**config.mk**
```make
export PLATFORM = sky130hd
export DESIGN_NAME = prescaled_oc_timer
export DESIGN_NICKNAME = d
export VERILOG_FILES = /design/src/rtl/tmr_pkg.sv /design/src/rtl/tmr_prescale.sv /design/src/rtl/tmr_counter.sv /design/src/rtl/tmr_cmp_unit.sv /design/src/rtl/prescaled_oc_timer.sv
export SDC_FILE = /design/constraint.sdc
export NUM_CORES = 1
export LEC_CHECK = 0
export ABC_AREA = 1
export BUFFER_PORTS_ARGS = -buffer_cell sky130_fd_sc_hd__buf_2
export CORE_MARGIN = 3
export CORE_UTILIZATION = 40
export DETAILED_ROUTE_END_ITERATION = 7
export MAX_ROUTING_LAYER = met4
export SYNTH_ARGS = -nofsm -noshare
export SYNTH_HDL_FRONTEND = slang
export SYNTH_SLANG_ARGS = --single-unit
export TNS_END_PERCENT = 1
```
**constraint.sdc**
```tcl
create_clock -name clk -period 1.9 [get_ports clk]
set_input_delay 0.38 -clock clk [delete_from_list [all_inputs] [get_ports clk]]
set_output_delay 0.38 -clock clk [all_outputs]
set_load 0.005 [all_outputs]
```
**src/rtl/tmr_pkg.sv**
```systemverilog
package tmr_pkg;

    localparam int CNT_W      = 16;
    localparam int BYTE_W     = 8;
    localparam int NUM_CH     = 4;
    localparam int NUM_CMP    = NUM_CH + 1;
    localparam int MASTER     = NUM_CH;
    localparam int ADDR_W     = 5;
    localparam int PRE_W      = 4;
    localparam int SEL_W      = 2;
    localparam int INIT_WINDOW = 64;
    localparam int OVF_BIT    = 7;
    localparam int CMP_BASE   = 16;

    localparam logic [ADDR_W-1:0] A_CNT_HI = 5'h00;
    localparam logic [ADDR_W-1:0] A_CNT_LO = 5'h01;
    localparam logic [ADDR_W-1:0] A_PSEL   = 5'h02;
    localparam logic [ADDR_W-1:0] A_FLAGS  = 5'h03;
    localparam logic [ADDR_W-1:0] A_IEN    = 5'h04;
    localparam logic [ADDR_W-1:0] A_ACTION = 5'h05;
    localparam logic [ADDR_W-1:0] A_FORCE  = 5'h06;
    localparam logic [ADDR_W-1:0] A_MMASK  = 5'h07;
    localparam logic [ADDR_W-1:0] A_MDATA  = 5'h08;

    localparam logic [BYTE_W-1:0] FLAG_USED =
        BYTE_W'((1 << OVF_BIT) | ((1 << NUM_CMP) - 1));

    typedef enum logic [1:0] {
        ACT_NONE   = 2'b00,
        ACT_TOGGLE = 2'b01,
        ACT_LOW    = 2'b10,
        ACT_HIGH   = 2'b11
    } act_e;

    typedef struct packed {
        logic hit;
        logic forced;
    } oc_evt_t;

    function automatic logic [PRE_W-1:0] div_last(input logic [SEL_W-1:0] sel);
        case (sel)
            2'b00:   div_last = 4'd0;
            2'b01:   div_last = 4'd3;
            2'b10:   div_last = 4'd7;
            default: div_last = 4'd15;
        endcase
    endfunction

    function automatic logic pin_apply(input act_e act, input logic cur);
        case (act)
            ACT_TOGGLE: pin_apply = ~cur;
            ACT_LOW:    pin_apply = 1'b0;
            ACT_HIGH:   pin_apply = 1'b1;
            default:    pin_apply = cur;
        endcase
    endfunction

endpackage

```
**src/rtl/tmr_prescale.sv**
```systemverilog
module tmr_prescale
    import tmr_pkg::*;
#(
    parameter int WINDOW = INIT_WINDOW
) (
    input  logic             clk,
    input  logic             rst,
    input  logic             sel_we,
    input  logic [SEL_W-1:0] sel_wdata,
    output logic [SEL_W-1:0] sel_q,
    output logic             tick
);
    localparam int WIN_W = $clog2(WINDOW + 1);

    logic [WIN_W-1:0] win_cnt;
    logic             win_open;
    logic [PRE_W-1:0] pre_cnt;

    assign win_open = win_cnt < WIN_W'(WINDOW);

    always_ff @(posedge clk) begin
        if (rst) begin
            win_cnt <= '0;
        end else if (win_open) begin
            win_cnt <= win_cnt + 1'b1;
        end
    end

    always_ff @(posedge clk) begin
        if (rst) begin
            sel_q <= '0;
        end else if (sel_we && win_open) begin
            sel_q <= sel_wdata;
        end
    end

    assign tick = pre_cnt >= div_last(sel_q);

    always_ff @(posedge clk) begin
        if (rst) begin
            pre_cnt <= '0;
        end else if (tick) begin
            pre_cnt <= '0;
        end else begin
            pre_cnt <= pre_cnt + 1'b1;
        end
    end

    // once the window has closed the select code is frozen
    p_sel_frozen_r3: assert property (@(posedge clk) disable iff (rst)
        !win_open |=> $stable(sel_q));

    // with any divider above one, ticks never come back to back
    p_tick_gap_r2: assert property (@(posedge clk) disable iff (rst)
        (tick && sel_q != 2'b00 && !sel_we) |=> !tick);

endmodule

```
**src/rtl/tmr_counter.sv**
```systemverilog
module tmr_counter
    import tmr_pkg::*;
(
    input  logic             clk,
    input  logic             rst,
    input  logic             tick,
    output logic [CNT_W-1:0] cnt,
    output logic             wrap
);
    assign wrap = tick && (cnt == {CNT_W{1'b1}});

    always_ff @(posedge clk) begin
        if (rst) begin
            cnt <= '0;
        end else if (tick) begin
            cnt <= cnt + 1'b1;
        end
    end

    // the count moves by exactly one per tick and holds otherwise
    p_step_r4: assert property (@(posedge clk) disable iff (rst)
        tick |=> cnt == CNT_W'($past(cnt) + 1'b1));

    p_hold_r4: assert property (@(posedge clk) disable iff (rst)
        !tick |=> $stable(cnt));

    // a wrap lands on zero
    p_wrap_zero_r4: assert property (@(posedge clk) disable iff (rst)
        wrap |=> cnt == '0);

endmodule

```
**src/rtl/tmr_cmp_unit.sv**
```systemverilog
module tmr_cmp_unit
    import tmr_pkg::*;
(
    input  logic              clk,
    input  logic              rst,
    input  logic              we_hi,
    input  logic              we_lo,
    input  logic [BYTE_W-1:0] wdata,
    input  logic [CNT_W-1:0]  cnt,
    input  logic              tick,
    output logic [CNT_W-1:0]  cmp_q,
    output logic              match
);
    logic [CNT_W-1:0] cnt_nxt;

    always_ff @(posedge clk) begin
        if (rst) begin
            cmp_q <= '1;
        end else begin
            if (we_hi) begin
                cmp_q[CNT_W-1:BYTE_W] <= wdata;
            end
            if (we_lo) begin
                cmp_q[BYTE_W-1:0] <= wdata;
            end
        end
    end

    // a match is the edge on which the counter steps onto the value
    assign cnt_nxt = cnt + 1'b1;
    assign match   = tick && (cnt_nxt == cmp_q);

    // only a bus write moves a compare value
    p_cmp_hold_r9: assert property (@(posedge clk) disable iff (rst)
        !(we_hi || we_lo) |=> $stable(cmp_q));

endmodule

```
**src/rtl/prescaled_oc_timer.sv**
```systemverilog
module prescaled_oc_timer
    import tmr_pkg::*;
#(
    parameter int WINDOW = INIT_WINDOW
) (
    input  logic              clk,
    input  logic              rst,
    input  logic              bus_wr,
    input  logic              bus_rd,
    input  logic [ADDR_W-1:0] bus_addr,
    input  logic [BYTE_W-1:0] bus_wdata,
    output logic [BYTE_W-1:0] bus_rdata,
    output logic [NUM_CH-1:0] oc_pin,
    output logic              irq
);
    logic                tick;
    logic                wrap;
    logic [SEL_W-1:0]    sel_q;
    logic [CNT_W-1:0]    cnt;
    logic [BYTE_W-1:0]   lo_hold;
    logic [BYTE_W-1:0]   flag_q;
    logic [BYTE_W-1:0]   ien_q;
    logic [BYTE_W-1:0]   flag_set;
    logic [BYTE_W-1:0]   flag_clr;
    logic [2*NUM_CH-1:0] act_q;
    logic [NUM_CH-1:0]   mmask_q;
    logic [NUM_CH-1:0]   mdata_q;
    logic [NUM_CH-1:0]   pin_nxt;
    logic [NUM_CMP-1:0]  match;
    logic [NUM_CMP-1:0]  frc;
    logic [CNT_W-1:0]    cmp_val [NUM_CMP];
    oc_evt_t             ev      [NUM_CMP];

    logic wr_flags;
    assign wr_flags = bus_wr && (bus_addr == A_FLAGS);

    tmr_prescale #(.WINDOW(WINDOW)) u_pre (
        .clk       (clk),
        .rst       (rst),
        .sel_we    (bus_wr && (bus_addr == A_PSEL)),
        .sel_wdata (bus_wdata[SEL_W-1:0]),
        .sel_q     (sel_q),
        .tick      (tick)
    );

    tmr_counter u_cnt (
        .clk  (clk),
        .rst  (rst),
        .tick (tick),
        .cnt  (cnt),
        .wrap (wrap)
    );

    for (genvar k = 0; k < NUM_CMP; k++) begin : g_cmp
        localparam logic [ADDR_W-1:0] HI_A = ADDR_W'(CMP_BASE + 2 * k);
        localparam logic [ADDR_W-1:0] LO_A = ADDR_W'(CMP_BASE + 2 * k + 1);

        tmr_cmp_unit u_unit (
            .clk   (clk),
            .rst   (rst),
            .we_hi (bus_wr && (bus_addr == HI_A)),
            .we_lo (bus_wr && (bus_addr == LO_A)),
            .wdata (bus_wdata),
            .cnt   (cnt),
            .tick  (tick),
            .cmp_q (cmp_val[k]),
            .match (match[k])
        );

        assign ev[k].hit    = match[k];
        assign ev[k].forced = frc[k];

        // a match always leaves its flag set
        p_match_flag_r5: assert property (@(posedge clk) disable iff (rst)
            match[k] |=> flag_q[k]);

        // a force alone never raises a flag
        p_force_noflag_r9: assert property (@(posedge clk) disable iff (rst)
            (frc[k] && !match[k] && !flag_q[k]) |=> !flag_q[k]);
    end

    assign frc = (bus_wr && bus_addr == A_FORCE) ? bus_wdata[NUM_CMP-1:0] : '0;

    // counter high-byte read captures the low byte
    always_ff @(posedge clk) begin
        if (rst) begin
            lo_hold <= '0;
        end else if (bus_rd && bus_addr == A_CNT_HI) begin
            lo_hold <= cnt[BYTE_W-1:0];
        end
    end

    // control registers
    always_ff @(posedge clk) begin
        if (rst) begin
            ien_q   <= '0;
            act_q   <= '0;
            mmask_q <= '0;
            mdata_q <= '0;
        end else if (bus_wr) begin
            case (bus_addr)
                A_IEN:    ien_q   <= bus_wdata & FLAG_USED;
                A_ACTION: act_q   <= bus_wdata[2*NUM_CH-1:0];
                A_MMASK:  mmask_q <= bus_wdata[NUM_CH-1:0];
                A_MDATA:  mdata_q <= bus_wdata[NUM_CH-1:0];
                default:  ;
            endcase
        end
    end

    // flags: write-one-to-clear, a fresh set wins
    always_comb begin
        flag_set                = '0;
        flag_set[NUM_CMP-1:0]   = match;
        flag_set[OVF_BIT]       = wrap;
        flag_clr                = wr_flags ? bus_wdata : '0;
    end

    always_ff @(posedge clk) begin
        if (rst) begin
            flag_q <= '0;
        end else begin
            flag_q <= ((flag_q & ~flag_clr) | flag_set) & FLAG_USED;
        end
    end

    assign irq = |(flag_q & ien_q);

    // pin actions, master data over single-pin units
    always_comb begin
        for (int i = 0; i < NUM_CH; i++) begin
            pin_nxt[i] = oc_pin[i];
            if ((ev[MASTER].hit || ev[MASTER].forced) && mmask_q[i]) begin
                pin_nxt[i] = mdata_q[i];
            end else if (ev[i].hit || ev[i].forced) begin
                pin_nxt[i] = pin_apply(act_e'(act_q[2*i +: 2]), oc_pin[i]);
            end
        end
    end

    always_ff @(posedge clk) begin
        if (rst) begin
            oc_pin <= '0;
        end else begin
            oc_pin <= pin_nxt;
        end
    end

    // read mux
    always_comb begin
        bus_rdata = '0;
        case (bus_addr)
            A_CNT_HI: bus_rdata = cnt[CNT_W-1:BYTE_W];
            A_CNT_LO: bus_rdata = lo_hold;
            A_PSEL:   bus_rdata = BYTE_W'(sel_q);
            A_FLAGS:  bus_rdata = flag_q;
            A_IEN:    bus_rdata = ien_q;
            A_ACTION: bus_rdata = BYTE_W'(act_q);
            A_MMASK:  bus_rdata = BYTE_W'(mmask_q);
            A_MDATA:  bus_rdata = BYTE_W'(mdata_q);
            default: begin
                for (int k = 0; k < NUM_CMP; k++) begin
                    if (bus_addr == ADDR_W'(CMP_BASE + 2 * k)) begin
                        bus_rdata = cmp_val[k][CNT_W-1:BYTE_W];
                    end
                    if (bus_addr == ADDR_W'(CMP_BASE + 2 * k + 1)) begin
                        bus_rdata = cmp_val[k][BYTE_W-1:0];
                    end
                end
            end
        endcase
    end

    // a wrap always leaves the overflow flag set
    p_ovf_flag_r4: assert property (@(posedge clk) disable iff (rst)
        wrap |=> flag_q[OVF_BIT]);

    // the captured byte is the low byte seen at the high-byte read
    p_lo_latch_r11: assert property (@(posedge clk) disable iff (rst)
        (bus_rd && bus_addr == A_CNT_HI) |=> lo_hold == $past(cnt[BYTE_W-1:0]));

    for (genvar b = 0; b < NUM_CMP; b++) begin : g_w1c
        // a clear with no competing set empties the flag
        p_w1c_r8: assert property (@(posedge clk) disable iff (rst)
            (wr_flags && bus_wdata[b] && !match[b]) |=> !flag_q[b]);
    end

    for (genvar i = 0; i < NUM_CH; i++) begin : g_pri
        // the master's data lands on every masked pin it touches
        p_master_pri_r10: assert property (@(posedge clk) disable iff (rst)
            ((ev[MASTER].hit || ev[MASTER].forced) && mmask_q[i])
                |=> oc_pin[i] == $past(mdata_q[i]));
    end

endmodule

```
# ---- After elaboration in Yosys (flattened, before gate mapping)
# Index checks and enable logic that the tools add are counted.
dict set report word_totals {
  ff_bits 151
  latch_bits 0
  ramBits 0
  rom_bits 0
  in_bits 17
  word_cells 152
  n_memories 0
}
dict set report classes {
  addsub 3
  mul 0
  div_mod_pow 0
  magnitude_cmp 2
  eq_ne 38
  shifts 0
  muxes 26
  n_bitwise 8
  n_reduce_logical 50
}
# cell count
set ops {}
lappend ops {{2-to-1 mux 8 bit} 11}
lappend ops {{== test 16 bit} 5}
lappend ops {{one-hot mux 8 bit (8 select lines)} 1}
lappend ops {{== test 5 bit (second input constant)} 10}
lappend ops {{logical AND 1 bit} 25}
lappend ops {{== test 5 x 3 -> 1 bit (second input constant)} 4}
lappend ops {{== test 2 bit (second input constant)} 9}
lappend ops {{adder 16 x 1 -> 16 bit (second input constant)} 1}
lappend ops {{AND 8 bit} 2}
lappend ops {{== test 16 bit (second input constant)} 1}
lappend ops {{AND reduction 2 bit} 8}
lappend ops {{nonzero test 4 bit} 4}
lappend ops {{one-hot mux 1 bit (3 select lines)} 4}
lappend ops {{one-hot mux 4 bit (3 select lines)} 1}
lappend ops {{== test 2 x 1 -> 1 bit (second input constant)} 5}
lappend ops {{== test 5 x 2 -> 1 bit (second input constant)} 2}
lappend ops {{2-to-1 mux 1 bit} 8}
lappend ops {{NOT 8 bit} 1}
lappend ops {{OR 8 bit} 1}
lappend ops {{nonzero test 2 bit} 4}
lappend ops {{OR reduction 8 bit} 1}
lappend ops {{adder 7 x 1 -> 7 bit (second input constant)} 1}
lappend ops {{less-than comparator 7 bit (second input constant)} 1}
lappend ops {{== test 5 x 1 -> 1 bit (second input constant)} 1}
lappend ops {{other kinds (9)} 16}

# ---- Depth between registers and ports, before layout
# Gate-level depths: netlist of run 1.
dict set report depth {
  word_depth 12
  depth_mapped 19
}

# ---- Modules after synthesis
# From an unflattened synthesis of run 1, not the netlist that was laid out.
dict set report hier_totals {
  hier_cells 1789
  hier_area_um2 10721.5
}
# mod n_inst cells_per_inst area_each_um2
set by_module_without_submodules {}
lappend by_module_without_submodules {tmr_cmp_unit 5 219 1267.5}
lappend by_module_without_submodules {prescaled_oc_timer 1 477 2875.3}
lappend by_module_without_submodules {tmr_counter 1 129 863.3}
lappend by_module_without_submodules {tmr_prescale 1 88 645.6}

# ---- Least setup slack after synthesis of run 1
# OpenSTA, ideal clock, no wires.
dict set report synth_path {
  path_type {reg-to-reg}
  from {register u_cnt.cnt[1]}
  to {register oc_pin[3]}
  arrival_ps 1965
  required_ps 1772
  setup_slack_ps -193
  path_stages_with_launch 17
  n_path_buf 1
  synth_period_minus_slack_ps 2093
  path_cell_list {dfxtp_1 ha_1 clkbuf_1 xnor2_1 nand2_1 nor2_1 nand4_1 nor2_1 nand2_1 nor2_1 nand3_2 nand2_4 nand2_1 nand3_1 nand2_1 nor2_1 nor2_1}
}
dict set report synth_between {
  elab_chain_len 7
  elab_cells_between_ends 12
  classes_between {add/sub (1); eq/ne (2); mux (1); reduce/logical (8)}
}
# element line_no
set synth_rtl {}
lappend synth_rtl {{start, declared} tmr_counter.sv:7} ;# output logic [CNT_W-1:0] cnt,
lappend synth_rtl {{start signal, assigned} tmr_counter.sv:16} ;# cnt <= cnt + 1'b1;
lappend synth_rtl {{adder 16 x 1 -> 16 bit *} -}
lappend synth_rtl {{via g_cmp[0].u_unit.cnt_nxt[1]} tmr_cmp_unit.sv:14} ;# logic [CNT_W-1:0] cnt_nxt;
lappend synth_rtl {{== test 16 bit} tmr_cmp_unit.sv:31} ;# assign match = tick && (cnt_nxt == cmp_q);
lappend synth_rtl {{logical AND 1 bit} tmr_cmp_unit.sv:31}
lappend synth_rtl {{logical OR 1 bit} prescaled_oc_timer.sv:133} ;# if ((ev[MASTER].hit || ev[MASTER].forced) && mmask_q[i]) begin
lappend synth_rtl {{logical AND 1 bit} prescaled_oc_timer.sv:133}
lappend synth_rtl {{nonzero test 4 bit (no source line) or nonzero test 2 bit (tied branches)} -}
lappend synth_rtl {{AND reduction 2 bit (no source line)} -}
lappend synth_rtl {{end signal, assigned} prescaled_oc_timer.sv:145} ;# oc_pin <= pin_nxt;
lappend synth_rtl {{end, declared} prescaled_oc_timer.sv:13} ;# output logic [NUM_CH-1:0] oc_pin,
# The timed path passes the listed nets; every way through them passes the cells marked *.
# A chain may end at the register's enable or synchronous reset.

# ---- Final worst setup path of run 1
dict set report layout_path {
  from {input bus_addr[2]}
  to {output bus_rdata[0]}
}
dict set report layout_between {
  elab_chain_len 12
  elab_cells_between_ends 29
  classes_between {eq/ne (17); mux (11); reduce/logical (1)}
}
# element line_no
set layout_rtl {}
lappend layout_rtl {{start, declared} prescaled_oc_timer.sv:10} ;# input logic [ADDR_W-1:0] bus_addr,
lappend layout_rtl {{== test 5 bit} prescaled_oc_timer.sv:163} ;# if (bus_addr == ADDR_W'(CMP_BASE + 2 * k)) begin
lappend layout_rtl {{2-to-1 mux 8 bit} prescaled_oc_timer.sv:163}
lappend layout_rtl {{2-to-1 mux 8 bit} prescaled_oc_timer.sv:166} ;# if (bus_addr == ADDR_W'(CMP_BASE + 2 * k + 1)) begin
lappend layout_rtl {{2-to-1 mux 8 bit} prescaled_oc_timer.sv:163}
lappend layout_rtl {{2-to-1 mux 8 bit} prescaled_oc_timer.sv:166}
lappend layout_rtl {{2-to-1 mux 8 bit} prescaled_oc_timer.sv:163}
lappend layout_rtl {{2-to-1 mux 8 bit} prescaled_oc_timer.sv:166}
lappend layout_rtl {{2-to-1 mux 8 bit} prescaled_oc_timer.sv:163}
lappend layout_rtl {{2-to-1 mux 8 bit} prescaled_oc_timer.sv:166}
lappend layout_rtl {{2-to-1 mux 8 bit} prescaled_oc_timer.sv:163}
lappend layout_rtl {{2-to-1 mux 8 bit} prescaled_oc_timer.sv:166}
lappend layout_rtl {{one-hot mux 8 bit (8 select lines) *} prescaled_oc_timer.sv:152} ;# case (bus_addr)
lappend layout_rtl {{end, declared} prescaled_oc_timer.sv:12} ;# output logic [BYTE_W-1:0] bus_rdata,
# Every way passes the cells marked *; elsewhere a longest branch is shown, timed or not.

==> run summary, run 1 <==
Area Growth Syn to Fin: 35.9%
CP Class: primary input to output pin
Post-DP HPWL: 25700 um
Peak supply drop: 556 uV
Synth Area in Simple Gates: 31.7%
Utilization after layout: 56.2%
Min-delay src: bus_wdata[0]
Crit path DAT: 2.08 ns
CP max FO: 6
Yosys warnings: 0
Die Area: 0.0222 mm2
Commonest cells after routing, fill and taps aside: 330 x nand2_1, 196 x buf_4, 139 x dfxtp_1
Hold Path Depth: 3
Fmax: 0.406 GHz
Combinational family with the most area after synthesis: simple AND/OR/NAND/NOR gates
Antenna cells: 0
Setup crit start: bus_addr[2]
Gr usage total: 31.4%
Synth Cell Area: 0.00818 mm2
First-pass GRT wire length: 51300 um
Clk_skew: 0.0106 ns
Final Hold Violating Endpoints: 0
Post-route ant nets: 0
Main area contributors after synthesis: dfxtp_1 36%, nand2_1 16%, inv_1 6.6%, nand3_1 5.6%, nor2_1 5.3%
Final std cells w/o fill: 1736
Initial DRC Count: 1213
Min Clock Period, post-route: 2.46 ns
Cells after Synth: 1242
Crit. End Element: output pin
Clock Latency Late Sink: 0.44 ns
GRT overflow: 0
Initial Utilization: 41.4%
Compound-cell area share of the yosys netlist: 19.4%
Asr flop ratio synth: 0%
RSZ-0062 raised after global routing: true
Post-synthesis adder-cell area fraction: 1.83%
Hold_buf cts: 0
Worst-Margin Slew: 0.518 ns
IO buf count: 29
Critical Path, Cell by Cell: buf_2 -> inv_1 -> nor2_1 -> inv_2 -> nor2_1 -> inv_1 -> nor2_1 -> a221oi_2 -> o2111ai_2 -> a21oi_1 -> nand3_1 -> buf_2
Syn Area/Cell: 6.59 um2
Die W: 149 um
Via-to-Cell Ratio: 5.54
Die H: 149 um
Hold crit path type: primary input to flop
Xor and xnor area share after synthesis: 2.03%
Share of cells above drive strength 1: 26.2%
Synth top area share: 36.5%
DRC viols: 0
Final Cycle Share: 130%
Sink Count: 149
Overall power: 8080 uW
Root Driver: clkbuf_16
Slowest CP cell: a221oi_2
Routed WL: 34000 um
Final worst slack: -0.563 ns
Fin. max-slew vios: 0
Pwr/cell area: 726 mW/mm2
Synth Register Bits: 149
Clk pin slew, worst setup/hold paths: 0.07 ns
Vias in the first global route: 8893
Most frequent CP cell: nor2_1
Total CTS buffers: 17
TritonRoute pass-1 iters: 7
Hold slack: 0.277 ns
# rows: 51
Outcome: finished, violations left
Syn Nets: 1271
GP Congestion: 1.04
R2R depth: 18
Slew HR: 65.5%
Placed cell count: 1698
Final Setup Violations: 17
Reg2reg start: u_cnt.cnt[1]
Max Cap Viol: 0
Htree depth: 4
Share of the yosys chip area belonging to registers: 36.5%
Main synth FF type: dfxtp_1
Fillers: 1940
Commonest non-fill, non-tap cell in the layout: nand2_1
Via count: 9616
Pin count of the biggest net entering global routing: 60
Core area: 0.0198 mm2
Worst path max stage delay: 0.46 ns
Avg WL per Cell: 19.6 um
Failing checks: setup timing
Number of synthesized flops with an enable pin: 0
Netlist cell types: 33
Post-synth top area cell: dfxtp_1
Nets@finish: 1487
I/O pins: 30
CTS tree: built
Antenna violations before repair: 0
Pleak: 0.00522 uW
Mux cell area share after synthesis: 0%
Critical Path RT: 1.52 ns
Element type at the critical path start: primary input
Max Buffers Root-to-Sink: 2
[kinds of logic after synthesis]
logic type | after synthesis
compound gates | 264
xor+xnor | 19
fa+ha+maj | 12
flops | 149
buf+inv | 185
simple gates | 613
[layout make-up]
cell class                      count  area (um2)  share of cell area [%]
Timing Repair Buffer              235        1780                    16.0
Tap cell                          265         332                    2.98
Inverter                          147         557                    5.01
Multi-Input combinational cell    908        4850                    43.6
Sequential cell                   149        3000                    27.0
Clock buffer                       19         433                    3.89
Clock inverter                     13         171                    1.54
[Yosys cell counts, types with 3 or more instances]
library cell,number
o211ai_1,47
nor2_1,115
nor2_2,3
nor2_4,3
or2_2,4
xor2_1,11
nand2_1,347
dfxtp_1,149
clkbuf_1,36
ha_1,12
a221oi_1,7
nor3_1,8
nand3b_1,11
o22ai_1,29
nand3_1,92
o21ai_0,82
nand4_1,11
nand2_2,14
a21oi_1,75
inv_1,144
xnor2_1,8
a2111oi_0,4
clkinv_1,3
o2111ai_1,15
[metal layers]
metal / vias up / GRT usage [%] / part of all wire, %
met3: 96 / 7.99 / 11
met2: 564 / 45.1 / 42
met5: - / - / 0
met1: 4385 / 43.1 / 43
li1: 4571 / - / -
met4: 0 / 11.2 / 3.9
[power breakdown]
part | switching [uW] | internal (uW) | total [uW] | leakage [uW]
Combinational | 687 | 488 | 1180 | 0.00371
Sequential | 77.6 | 3200 | 3280 | 0.00121
Clock | 1530 | 2090 | 3620 | 0.000294
Total | 2290 | 5780 | 8080 | 0.00522
[worst max-delay path: cells and delay by family]
family / cells / cell delay (ns)
AOI/OAI and AO/OA: 3 / 0.85
buffers and inverters: 5 / 0.53
and+or+nand+nor: 4 / 0.33
[worst paths after layout]
check	to	slack [ns]
setup reg to reg	oc_pin[2]	-0.47
setup / recovery	bus_rdata[0]	-0.56
hold reg to reg	ien_q[1]	0.46
hold / removal	mdata_q[0]	0.28
[flip-flops by register name, indices dropped and copies added, names as in the netlist, 6 cells and up]
register,cells
ien_q,6
lo_hold,8
flag_q,6
u_pre.win_cnt,7
g_cmp.u_unit.cmp_q,80
act_q,8
u_cnt.cnt,16
[what timing repair did]
| item | in CTS | in global routing |
|---|---|---|
| gates resized for setup | 81 | 28 |
| cloned | 0 | 0 |
| pin swaps | 19 | 8 |
| endpoints found under the hold margin | 0 | 0 |
| setup endpoints to repair | 18 | 30 |
| buffers inserted | 4 | 2 |
[through the flow]
step                setup TNS [ns]  setup WS (ns)  instance area (um2)
floorplan                   -0.264        -0.0658                 8230
global placement            -12.38         -0.817                10100
detailed placement          -12.22         -0.787                10100
CTS                          -6.14         -0.461                11000
global route                 -9.29         -0.709                11100
finish                       -6.59         -0.563                11100
No activity file was read; power rests on OpenSTA's default activity.
==> inputs of run 2 (changes only) <==
--- a/config.mk
+++ b/config.mk
@@ -5,7 +5,6 @@
 export SDC_FILE = /design/constraint.sdc
 export NUM_CORES = 1
 export LEC_CHECK = 0
-export ABC_AREA = 1
 export BUFFER_PORTS_ARGS = -buffer_cell sky130_fd_sc_hd__buf_2
 export CORE_MARGIN = 3
 export CORE_UTILIZATION = 40
==> run 2 against run 1 <==
  * The flow still finishes with violations (setup timing)
  * Power is 3.1% lower
  * Final area grew 12%
  * Routed wire length is 11% higher
  * Synthesized area is 11% higher
  * Combinational power down 24%
  * First-iteration DRC count fell by 0.66%
  * Synthesized cell count shrank 15%
  * Global-route usage increased by 0.079 points
  * Count of clock-buffer cells in the layout shrank 2
  * Worst setup slack got worse by 0.19 ns
  * Flip-flop and latch count stayed put
  * Clock power up 2%
==> run summary, run 2 <==
Final Cycle Share: 139% (+9.8 points)
Detail Route met2 WL: 16500 um (+16%)
Hold Path Depth: 3 (unchanged)
Commonest non-fill, non-tap cell in the layout: buf_4
Initial DRC Count: 1205 (-0.66%)
Clock power frac: 47.3% (+2.5 points)
Nets@finish: 1317 (-11%)
Root Driver: clkbuf_16
Fillers: 1994 (+2.8%)
CP max FO: 5 (-1)
Final std cells w/o fill: 1581 (-8.9%)
Routed WL: 37600 um (+11%)
Final worst slack: -0.749 ns (-0.185 ns)
Number of synthesized flops with an enable pin: 0 (unchanged)
GRT overflow: 0 (unchanged)
Die W: 157 um (+5.0%)
Antenna cells: 0 (unchanged)
Max Buffers Root-to-Sink: 2 (unchanged)
Asr flop ratio synth: 0% (unchanged)
Main area contributors after synthesis: dfxtp_1 33%, a211o_1 6.4%, nand2_1 5.5%, xnor2_1 4.6%, a21oi_1 3.1%
Clk pin slew, worst setup/hold paths: 0.07 ns (about the same)
Worst-Margin Slew: 0.597 ns (+0.0790 ns)
Min-delay src: bus_wdata[4]
Clk_skew: 0.0151 ns (+0.00455 ns)
Htree depth: 4 (unchanged)
Routed length on met3: 3840 um (about the same)
Syn Nets: 1080 (-15%)
Pleak: 0.00509 uW (-2.3%)
Reg area: 0.00302 mm2 (+0.54%)
I/O pins: 30 (unchanged)
Critical Path, Cell by Cell: ha_4 -> inv_1 -> nor4_4 -> buf_6 -> xor2_1 -> xnor2_1 -> nand3_1 -> or3_4 -> a31oi_4 -> a221oi_2
Netlist cell types: 80 (+140%)
Fin Setup TNS: -11.00 ns (-4.41 ns)
Area Growth Syn to Fin: 37.4%
Pin count of the biggest net entering global routing: 48 (-20%)
Synth top area share: 32.9% (-3.5 points)
DRC viols: 0 (unchanged)
Total CTS buffers: 17 (unchanged)
Sw frac: 27.3% (-1.1 points)
Top reg by flops: g_cmp.u_unit.cmp_q
R2R depth: 10 (-8)
Avg WL per Cell: 23.8 um (+21%)
RSZ-0062 raised after global routing: true
Area of the multi-input gates: 0.00600 mm2 (+24%)
Most common library cells after synthesis: 149 x dfxtp_1, 133 x nand2_1, 66 x a211o_1, 64 x clkbuf_1, 60 x nor2_1
Peak supply drop: 508 uV (-8.6%)
Post-Route M1 WL: 15500 um (+6.5%)
Pwr/cell area: 629 mW/mm2 (-13%)
Worst path max stage delay: 0.40 ns (-0.06 ns)
Utilization after layout: 56.5% (+0.31 points)
Slowest CP cell: or3_4
Yosys warnings: 0 (unchanged)
Die Area: 0.0245 mm2 (+10%)
CTS tree: built
Cell Int Power: 5690 uW (-1.6%)
Die H: 157 um (+5.0%)
Fin area: 0.0125 mm2 (+12%)
Hold crit path type: primary input to flop
First-pass GRT wire length: 56400 um (+9.9%)
Final Hold Violating Endpoints: 0 (unchanged)
Gr usage total: 31.5% (+0.079 points)
Outcome: finished, violations left
Antenna violations before repair: 0 (unchanged)
Switching power: 2140 uW (-6.9%)
Final Setup Violations: 34 (+17)
Main synth FF type: dfxtp_1
Slew HR: 60.2% (-5.3 points)
Sequential power share: 41.2% (+0.6 points)
Fin. max-slew vios: 0 (unchanged)
Via-to-Cell Ratio: 6.06 (+9.4%)
Placed cell count: 1536 (-9.5%)
Cells after Synth: 1051 (-15%)
Via count: 9585 (-0.32%)
Element type at the critical path start: flop
Synth Cell Area: 0.00906 mm2 (+11%)
R2r endpoint: oc_pin[2]
Min Clock Period, post-route: 2.65 ns (+0.185 ns)
IO buf count: 29 (unchanged)
Crit. End Element: flop
Cell Area, Placed: 0.0113 mm2 (+11%)
Overall power: 7830 uW (-3.1%)
Vias in the first global route: 9146 (+2.8%)
Syn Area/Cell: 8.62 um2 (+31%)
Share of cells above drive strength 1: 34.1% (+7.9 points)
Largest registers: g_cmp.u_unit.cmp_q (80), u_cnt.cnt (16)
Failing checks: setup timing
CP Class: flop to flop
Hold_buf cts: 0 (unchanged)
TritonRoute pass-1 iters: 6 (-1)
Post-route ant nets: 0 (unchanged)
Critical Path RT: 2.19 ns (+0.67 ns)
# rows: 54 (+5.9%)
GP Congestion: 1.02 (-1.2%)
Sink Count: 149 (unchanged)
Most frequent cell after synthesis: dfxtp_1
Clock Latency Late Sink: 0.43 ns (about the same)
Hold Path End: act_q[4]
Commonest cells after routing, fill and taps aside: 249 x buf_4, 136 x dfxtp_1, 122 x nand2_1
Reg2reg start: u_cnt.cnt[1]
Initial Utilization: 41.1% (-0.22 points)
Comb power frac: 11.5% (-3.1 points)
Max reg flops: 80 (unchanged)
Share of the yosys chip area belonging to registers: 32.9% (-3.5 points)
Top Metal Used: met4
Post-DP HPWL: 28300 um (+9.8%)
Core area: 0.0220 mm2 (+11%)
Post-synth top area cell: dfxtp_1
Synth Register Bits: 149 (unchanged)
Fmax: 0.378 GHz (-7.0%)
Worst reg-to-reg setup slack: -0.75 ns (-0.28 ns)
Max Cap Viol: 0 (unchanged)
Crit path DAT: 2.94 ns (+0.86 ns)
## run 2: cell count changes in the layout (fill, tap and decap cells not counted), sizes merged, moves of 39 or more
cell / previous run / this run
and3: 1 / 41
o21ai: 84 / 16
xnor2: 8 / 51
buf: 235 / 299
nand3: 93 / 53
nand2: 363 / 133
o211ai: 47 / 2
a211o: 0 / 66
inv: 148 / 32
nor2: 121 / 60
nor2b: 0 / 39
## run 2: worst max path at each step
| stage | start | end | cells past startpoint |
|---|---|---|---|
| after floorplan | u_cnt.cnt[1] | oc_pin[2] | 11 |
| after global placement | u_cnt.cnt[3] | oc_pin[0] | 12 |
| after detailed placement | u_cnt.cnt[3] | oc_pin[0] | 12 |
| after CTS | u_cnt.cnt[4] | oc_pin[2] | 9 |
| after global routing | u_cnt.cnt[1] | oc_pin[1] | 10 |
| final | u_cnt.cnt[1] | oc_pin[2] | 10 |
## run 2: power groups by stage
stage	Sequential, uW	Clock (uW)	Combinational, uW
CTS	3220	3730	867
finish	3220	3700	900
floorplan	3280	0	436
global placement	3290	0	811
detailed placement	3290	0	812
global route	3230	3840	950
## run 2: cell type report
| cell class | instances | share of cell area (%) |
|---|---|---|
| multi-input combinational | 797 | 48.2 |
| sequential | 149 | 24.2 |
| timing repair buffer | 299 | 19.0 |
| clock buffer | 17 | 3.42 |
| tap | 280 | 2.81 |
| clock inverter | 15 | 1.66 |
| inverter | 24 | 0.723 |
## run 2: through the flow
step           hold WS, ns  worst slack [ns]
6_report             0.281            -0.749
2_1_floorplan        0.436            -0.719
3_3_place_gp         0.465            -0.850
5_1_grt              0.280            -0.823
3_5_place_dp         0.464            -0.885
4_1_cts              0.273            -0.688
## run 2: critical path, delay by kind of cell, from the launching register on
family	cells	cell delay [ns]
xor gates and xnor gates	2	0.54
DFF	1	0.39
buffers and inverters	2	0.28
and+or+nand+nor	3	0.82
AOI/OAI and AO/OA	2	0.26
adders and majority gates	1	0.22
## run 2: logic make-up after synthesis
group	Yosys count	share of synthesized area, %
AND/OR/NAND/NOR	424	25.2
AO/OA/AOI/OAI	246	20.4
flip-flops	149	32.9
buffers and inverters	106	5.25
XOR/XNOR	96	11.7
multiplexers	18	3.00
adder cells (fa/ha/maj)	12	1.66
## run 2: what timing repair did
item / CTS / global route
gates resized for setup: 87 / 25
setup buffers: 13 / 0
setup endpoints to repair: 34 / 36
pin swaps: 40 / 18
cloned: 1 / 0
## run 2: layer usage
layer,up-vias,track usage [%]
li1,4336,-
met1,4585,41.5
met2,552,46.3
met3,112,7.72
met4,0,13.3
met5,-,-
